File: src/rtl/rss_pkg.sv
// Shared types for the rolling shutter row sequencer.
// Assumes: nothing beyond IEEE 1800-2017.
package rss_pkg;
    typedef enum logic {
        PH_BLANK  = 1'b0,
        PH_ACTIVE = 1'b1
    } phase_e;
endpackage

File: src/rtl/rss_start_filter.sv
// Qualifies the frame-start request: emits one pulse on the edge where the
// input has been sampled high for HOLD consecutive edges.
// Assumes: HOLD >= 1; input is synchronous to clk.
module rss_start_filter #(
    parameter int HOLD = 3
) (
    input  logic clk,
    input  logic rst_n,
    input  logic req_i,
    output logic ok_o
);
    localparam int CW = $clog2(HOLD + 1);
    localparam logic [CW-1:0] LAST = CW'(HOLD - 1);
    localparam logic [CW-1:0] SAT  = CW'(HOLD);

    logic [CW-1:0] run_q;

    // Count consecutive high samples, saturating at HOLD.
    always_ff @(posedge clk) begin
        if (!rst_n)          run_q <= '0;
        else if (!req_i)     run_q <= '0;
        else if (run_q != SAT) run_q <= run_q + 1'b1;
    end

    assign ok_o = req_i && (run_q == LAST);
endmodule

File: src/rtl/rss_line_timer.sv
// Splits each line into a blanking phase and an active pixel phase.
// Assumes: blank_i and pix_i are >= 1 and stable while en_i can be high.
module rss_line_timer
    import rss_pkg::*;
#(
    parameter int CW = 11
) (
    input  logic          clk,
    input  logic          rst_n,
    input  logic          load_i,
    input  logic          en_i,
    input  logic [CW-1:0] blank_i,
    input  logic [CW-1:0] pix_i,
    output phase_e        phase_o,
    output logic          first_o,
    output logic          line_end_o
);
    logic [CW-1:0] cnt_q;
    phase_e        ph_q;

    // Advance the in-line cycle counter and switch phases at the limits.
    always_ff @(posedge clk) begin
        if (!rst_n || load_i) begin
            ph_q  <= PH_BLANK;
            cnt_q <= '0;
        end else if (en_i) begin
            if (ph_q == PH_BLANK) begin
                if (cnt_q == blank_i - 1'b1) begin
                    ph_q  <= PH_ACTIVE;
                    cnt_q <= '0;
                end else begin
                    cnt_q <= cnt_q + 1'b1;
                end
            end else begin
                if (cnt_q == pix_i - 1'b1) begin
                    ph_q  <= PH_BLANK;
                    cnt_q <= '0;
                end else begin
                    cnt_q <= cnt_q + 1'b1;
                end
            end
        end
    end

    assign phase_o    = ph_q;
    assign first_o    = (ph_q == PH_BLANK) && (cnt_q == '0);
    assign line_end_o = en_i && (ph_q == PH_ACTIVE) && (cnt_q == pix_i - 1'b1);
endmodule

File: src/rtl/rss_row_pointer.sv
// Row offset counter that wraps from limit-1 back to zero; loadable.
// Assumes: limit_i >= 1 and load_val_i < limit_i when stepping.
module rss_row_pointer #(
    parameter int W = 12
) (
    input  logic         clk,
    input  logic         rst_n,
    input  logic         load_i,
    input  logic [W-1:0] load_val_i,
    input  logic         step_i,
    input  logic [W-1:0] limit_i,
    output logic [W-1:0] ofs_o
);
    logic [W-1:0] ofs_q;

    // Load at frame start, otherwise step with wrap inside the window.
    always_ff @(posedge clk) begin
        if (!rst_n)       ofs_q <= '0;
        else if (load_i)  ofs_q <= load_val_i;
        else if (step_i)  ofs_q <= (ofs_q == limit_i - 1'b1) ? '0 : ofs_q + 1'b1;
    end

    assign ofs_o = ofs_q;
endmodule

File: src/rtl/rss_row_seq.sv
// Rolling shutter row sequencer top: captures configuration at frame start,
// runs the line timer and the read and reset row pointers, and drives the
// sync and valid outputs.
// Assumes: inputs synchronous to clk; start row + lines fits the row width
// or wrap by truncation is acceptable.
module rss_row_seq
    import rss_pkg::*;
#(
    parameter int ROW_W      = 12,
    parameter int BLANK_W    = 8,
    parameter int PIX_W      = 11,
    parameter int MAX_LINES  = 3014,
    parameter int START_HOLD = 3
) (
    input  logic               clk,
    input  logic               rst_n,
    input  logic               frame_start_i,
    input  logic               suspend_i,
    input  logic [ROW_W-1:0]   cfg_lines_i,
    input  logic [ROW_W-1:0]   cfg_int_i,
    input  logic [ROW_W-1:0]   cfg_start_i,
    input  logic [BLANK_W-1:0] cfg_blank_i,
    input  logic [PIX_W-1:0]   cfg_pixels_i,
    output logic [ROW_W-1:0]   read_row_o,
    output logic [ROW_W-1:0]   reset_row_o,
    output logic               line_sync_o,
    output logic               frame_sync_o,
    output logic               line_valid_o,
    output logic               frame_valid_o
);
    localparam int CW = (BLANK_W > PIX_W) ? BLANK_W : PIX_W;
    localparam logic [ROW_W-1:0] LMAX = ROW_W'(MAX_LINES);

    logic             start_ok, accept, busy_q, adv, line_end, last_line, first;
    phase_e           phase;
    logic [ROW_W-1:0] lines_c, int_c, rst_load;
    logic [ROW_W-1:0] lines_q, int_q, start_q, rd_ofs, rs_ofs;
    logic [CW-1:0]    blank_q, pix_q;

    rss_start_filter #(.HOLD(START_HOLD)) u_filt (
        .clk(clk), .rst_n(rst_n), .req_i(frame_start_i), .ok_o(start_ok)
    );

    assign accept = start_ok && !busy_q;
    assign adv    = busy_q && !suspend_i;

    // Clamp the programmed line count and integration distance.
    always_comb begin
        if (cfg_lines_i == '0)      lines_c = ROW_W'(1);
        else if (cfg_lines_i > LMAX) lines_c = LMAX;
        else                         lines_c = cfg_lines_i;
        if (cfg_int_i == '0)         int_c = ROW_W'(1);
        else if (cfg_int_i > lines_c) int_c = lines_c;
        else                         int_c = cfg_int_i;
        rst_load = (int_c == lines_c) ? '0 : int_c;
    end

    // Capture configuration only when a frame is accepted.
    always_ff @(posedge clk) begin
        if (!rst_n) begin
            lines_q <= ROW_W'(1);
            int_q   <= ROW_W'(1);
            start_q <= '0;
            blank_q <= CW'(1);
            pix_q   <= CW'(1);
        end else if (accept) begin
            lines_q <= lines_c;
            int_q   <= int_c;
            start_q <= cfg_start_i;
            blank_q <= (cfg_blank_i == '0)  ? CW'(1) : CW'(cfg_blank_i);
            pix_q   <= (cfg_pixels_i == '0) ? CW'(1) : CW'(cfg_pixels_i);
        end
    end

    rss_line_timer #(.CW(CW)) u_timer (
        .clk(clk), .rst_n(rst_n), .load_i(accept), .en_i(adv),
        .blank_i(blank_q), .pix_i(pix_q),
        .phase_o(phase), .first_o(first), .line_end_o(line_end)
    );

    rss_row_pointer #(.W(ROW_W)) u_read (
        .clk(clk), .rst_n(rst_n), .load_i(accept), .load_val_i('0),
        .step_i(line_end), .limit_i(lines_q), .ofs_o(rd_ofs)
    );

    rss_row_pointer #(.W(ROW_W)) u_reset (
        .clk(clk), .rst_n(rst_n), .load_i(accept), .load_val_i(rst_load),
        .step_i(line_end), .limit_i(lines_q), .ofs_o(rs_ofs)
    );

    assign last_line = line_end && (rd_ofs == lines_q - 1'b1);

    // Frame-in-progress flag: set on acceptance, cleared after the last line.
    always_ff @(posedge clk) begin
        if (!rst_n)         busy_q <= 1'b0;
        else if (accept)    busy_q <= 1'b1;
        else if (last_line) busy_q <= 1'b0;
    end

    assign read_row_o    = busy_q ? start_q + rd_ofs : '0;
    assign reset_row_o   = busy_q ? start_q + rs_ofs : '0;
    assign line_sync_o   = busy_q && first;
    assign frame_sync_o  = busy_q && first && (rd_ofs == '0);
    assign line_valid_o  = busy_q && (phase == PH_ACTIVE);
    assign frame_valid_o = busy_q;
endmodule

File: config.mk
export PLATFORM = sky130hd
export DESIGN_NAME = rss_row_seq
export DESIGN_NICKNAME = d
export VERILOG_FILES = /design/src/rtl/rss_pkg.sv /design/src/rtl/rss_start_filter.sv /design/src/rtl/rss_line_timer.sv /design/src/rtl/rss_row_pointer.sv /design/src/rtl/rss_row_seq.sv
export SDC_FILE = /design/constraint.sdc
export NUM_CORES = 1
export LEC_CHECK = 0
export ABC_CLOCK_PERIOD_IN_PS = 4050
export BUFFER_PORTS_ARGS = -buffer_cell sky130_fd_sc_hd__buf_2
export CORE_MARGIN = 2
export CORE_UTILIZATION = 54
export CTS_CLUSTER_SIZE = 14
export DETAILED_ROUTE_END_ITERATION = 16
export PLACE_DENSITY = 0.76
export SLEW_MARGIN = 20
export SYNTH_ARGS = -nofsm -noshare
export SYNTH_HDL_FRONTEND = slang
export SYNTH_SLANG_ARGS = --single-unit
File: constraint.sdc
create_clock -name clk -period 4.05 [get_ports clk]
set_input_delay 0.81 -clock clk [delete_from_list [all_inputs] [get_ports clk]]
set_output_delay 0.81 -clock clk [all_outputs]
set_load 0.005 [all_outputs]
==> results.tsv <==
metric	value	unit
worst reg2reg path depth	10	
Final Hold Fails	0	
Worst Hold Class	reg2reg	
Iter 0 DRT Violations	370	
top_reg_cell synth	dfxtp_1	
CP Capture Type	primary output	
cell leakage power	0.00327	uW
Via density	6.16	
die width	113	um
GR Overflow Total	0	
post-route minimum period	3.83	ns
most frequent cells in the layout	buf_2 (86), dfxtp_1 (82), nor2_1 (56), nand2_1 (54), xnor2_1 (51)	
Setup-failing EPs final	0	
status	finished clean	
vias in the first global route	5924	
Worst Tran Pin Value	0.863	ns
CTS Buffer Depth	2	
DR vias	6156	
Pre-antenna DRT Iters	5	
RSZ-0062 raised after global routing	no	
CTS Sinks	82	
H-Tree Depth	3	
post-layout util	0.633	
end point of the worst hold path	pix_q[0]	
Reg clk slew, reported paths	0.06	ns
Slew Viols, Final	0	
Async S/R FF share, synth	0	
Max Fclk	0.261	GHz
first-pass GRT wire length	29.4	mm
Synth Cell Area	6450	um^2
layout net count	956	
CTS Buf Count	9	
Avg WL per Cell	18.2	um
worst rel slew slack	0.425	
Clock Skew	0.00490	ns
height of the die	113	um
Netlist cell types	70	
hpwl dp	14.2	mm
area leader, netlist	dfxtp_1	
Worst Path Required	3.24	ns
Hold Buf Count CTS	0	
leading cell type in the layout, fill and taps excluded	buf_2	
share of layout cells above drive strength 1	0.146	
Filler cells	1007	
initial antenna violation count	0	
sequential share of the synthesized area	0.255	
multi-input combinational cell area	4570	um^2
Core Box Area	11500	um^2
Worst Path Arrival	3.02	ns
top cells by area, synth	dfxtp_1 (25%), ha_1 (8.5%), xnor2_1 (6.9%), xor2_1 (4.8%), a22o_1 (3.9%)	
PD cells	272	nW/um^2
VDD IR-drop max	166	uV
Post-synth EDFFs	0	
FF-to-FF Start	lines_q[0]	
Post-Route WL	18.2	mm
ant diodes	0	
global placement routability congestion	0.935	
reg-to-reg endpoint	u_reset.ofs_o[7]	
# DRC	0	
Min-Delay Path Depth	2	
worst skew pair latency	0.35	ns
ratio of final minimum period to clock period	0.945	
max cap viols	0	
# rows	39	
Mapped Nets	889	
DIE AREA	12800	um^2
startpoint types	flip-flop	
Initial Util	0.560	
top cell type's share of synthesized area	0.255	
register area	1640	um^2
synthesis-stage register bit count	82	
R2R setup slack	0.86	ns
PortBufs	86	
mean area per synthesized cell	8.23	um^2
CTS tree	built	
crit path kind	reg2out	
HP Start	pix_q[0]	
Routed Antenna Nets	0	
Cells after Synth	784	
clock tree root buffer cell	clkbuf_16	
CP Max Fanout	3	
largest net degree at the start of global routing	31	
TNS Setup	0	ns
Synth warnings	0	
Area growth, synth to finish	13.0	%
gr usage total	0.285	
Ports	87	
-- how the worst max path moves through the flow --
| stage | from | end | slack, ns | depth (start not counted) |
|---|---|---|---|---|
| 2_1_floorplan | cfg_lines_i[2] | u_reset.ofs_o[2] | 0.67 | 12 |
| 3_3_place_gp | cfg_lines_i[9] | u_reset.ofs_o[2] | 0.39 | 13 |
| 3_5_place_dp | cfg_lines_i[8] | u_reset.ofs_o[7] | 0.22 | 13 |
| 4_1_cts | u_reset.ofs_o[0] | reset_row_o[10] | 0.11 | 11 |
| 5_1_grt | start_q[0] | read_row_o[10] | 0.03 | 11 |
| 6_report | start_q[0] | read_row_o[10] | 0.22 | 11 |
-- report_power, final --
group / internal, uW / switching [uW] / total (uW) / leakage [uW]
registers: 816 / 16.9 / 833 / 0.000661
clock network: 546 / 327 / 872 / 0.000156
logic: 114 / 160 / 275 / 0.00245
-- registers in the layout, indices dropped and copies added, names as in the netlist --
| signal | flops |
|---|---|
| u_reset.ofs_o | 12 |
| start_q | 12 |
| blank_q | 8 |
| u_timer.phase_o | 1 |
| lines_q | 12 |
| u_timer.cnt_q | 11 |
| u_filt.run_q | 2 |
| frame_valid_o | 1 |
| u_read.ofs_o | 12 |
| pix_q | 11 |
-- Yosys cell counts (3+ instances only) --
library cell and instances:
dfxtp_1 82, nor2_1 56, nand2_1 54, xnor2_1 51
ha_1 44, a21oi_1 41, xor2_1 35, o21ai_0 34
a22o_1 29, and2_1 28, inv_1 28, clkbuf_1 27
nor2b_1 24, nor3_1 21, nor4_1 21, and3_1 19
nand3_1 16, nand4_1 16, o21ai_1 9, a21o_1 8
nand2b_1 8, a211oi_1 7, a221o_1 7, a31oi_1 7
xnor3_1 7, or3_1 6, a2111oi_0 5, and4_1 5
nor3b_1 5, o211ai_1 5, and3b_1 4, buf_1 4
mux2i_1 4, nor4b_1 4, o21a_1 4, o22ai_1 4
or2_2 4, or4_1 4, a41oi_1 3, buf_2 3
o21bai_1 3
-- logic make-up (layout without fill, tap and decap cells) --
| kind of cell | Yosys count | after routing | synth area share |
|---|---|---|---|
| buffers and inverters | 64 | 136 | 0.0390 |
| AO/OA/AOI/OAI | 182 | 182 | 0.191 |
| multiplexers | 4 | 4 | 0.00621 |
| adder cells (fa/ha/maj) | 46 | 46 | 0.0916 |
| AND/OR/NAND/NOR | 312 | 312 | 0.272 |
| flip-flops | 82 | 82 | 0.255 |
| XOR/XNOR | 94 | 94 | 0.145 |
-- area by class of cell --
| class | count | share of cell area |
|---|---|---|
| multi-input combinational | 638 | 0.627 |
| clock inverter | 1 | 0.00412 |
| tap | 143 | 0.0246 |
| sequential | 82 | 0.225 |
| timing repair buffer | 92 | 0.0653 |
| inverter | 28 | 0.0144 |
| clock buffer | 15 | 0.0395 |
-- metrics by stage --
stage	cell area (um^2)	worst slack, ns	std cells	hold WS, ns	power (uW)
2_1_floorplan	6450	0.674	784	0.464	1020
4_1_cts	7270	0.113	999	0.527	1980
6_report	7280	0.224	999	0.523	1980
3_3_place_gp	6960	0.387	983	0.496	1110
3_5_place_dp	6960	0.218	983	0.517	1120
5_1_grt	7280	0.0339	999	0.551	2050
-- metal layers --
layer  GRT usage  part of all wire
met5           0                 0
met4       0.111             0.028
met3      0.0445             0.062
met2       0.475              0.48
met1       0.373              0.43
-- critical path, cell delays in order (launching register included) --
cell       delay, ns
dfxtp_1         0.37
ha_1            0.25
fa_1            0.41
a21o_1          0.17
a21oi_1         0.23
o21bai_1        0.13
a2111oi_1       0.38
nor3_1          0.15
a31oi_1         0.22
xnor2_1         0.14
and2_1          0.13
buf_2           0.10
-- timing repair --
item | 4_1_cts | 5_1_grt
setup buffers | 0 | 0
setup endpoints to repair | 0 | 2
resized for setup | 0 | 2
hold endpoints to repair | 0 | 0
No activity file was read; power rests on OpenSTA's default activity.
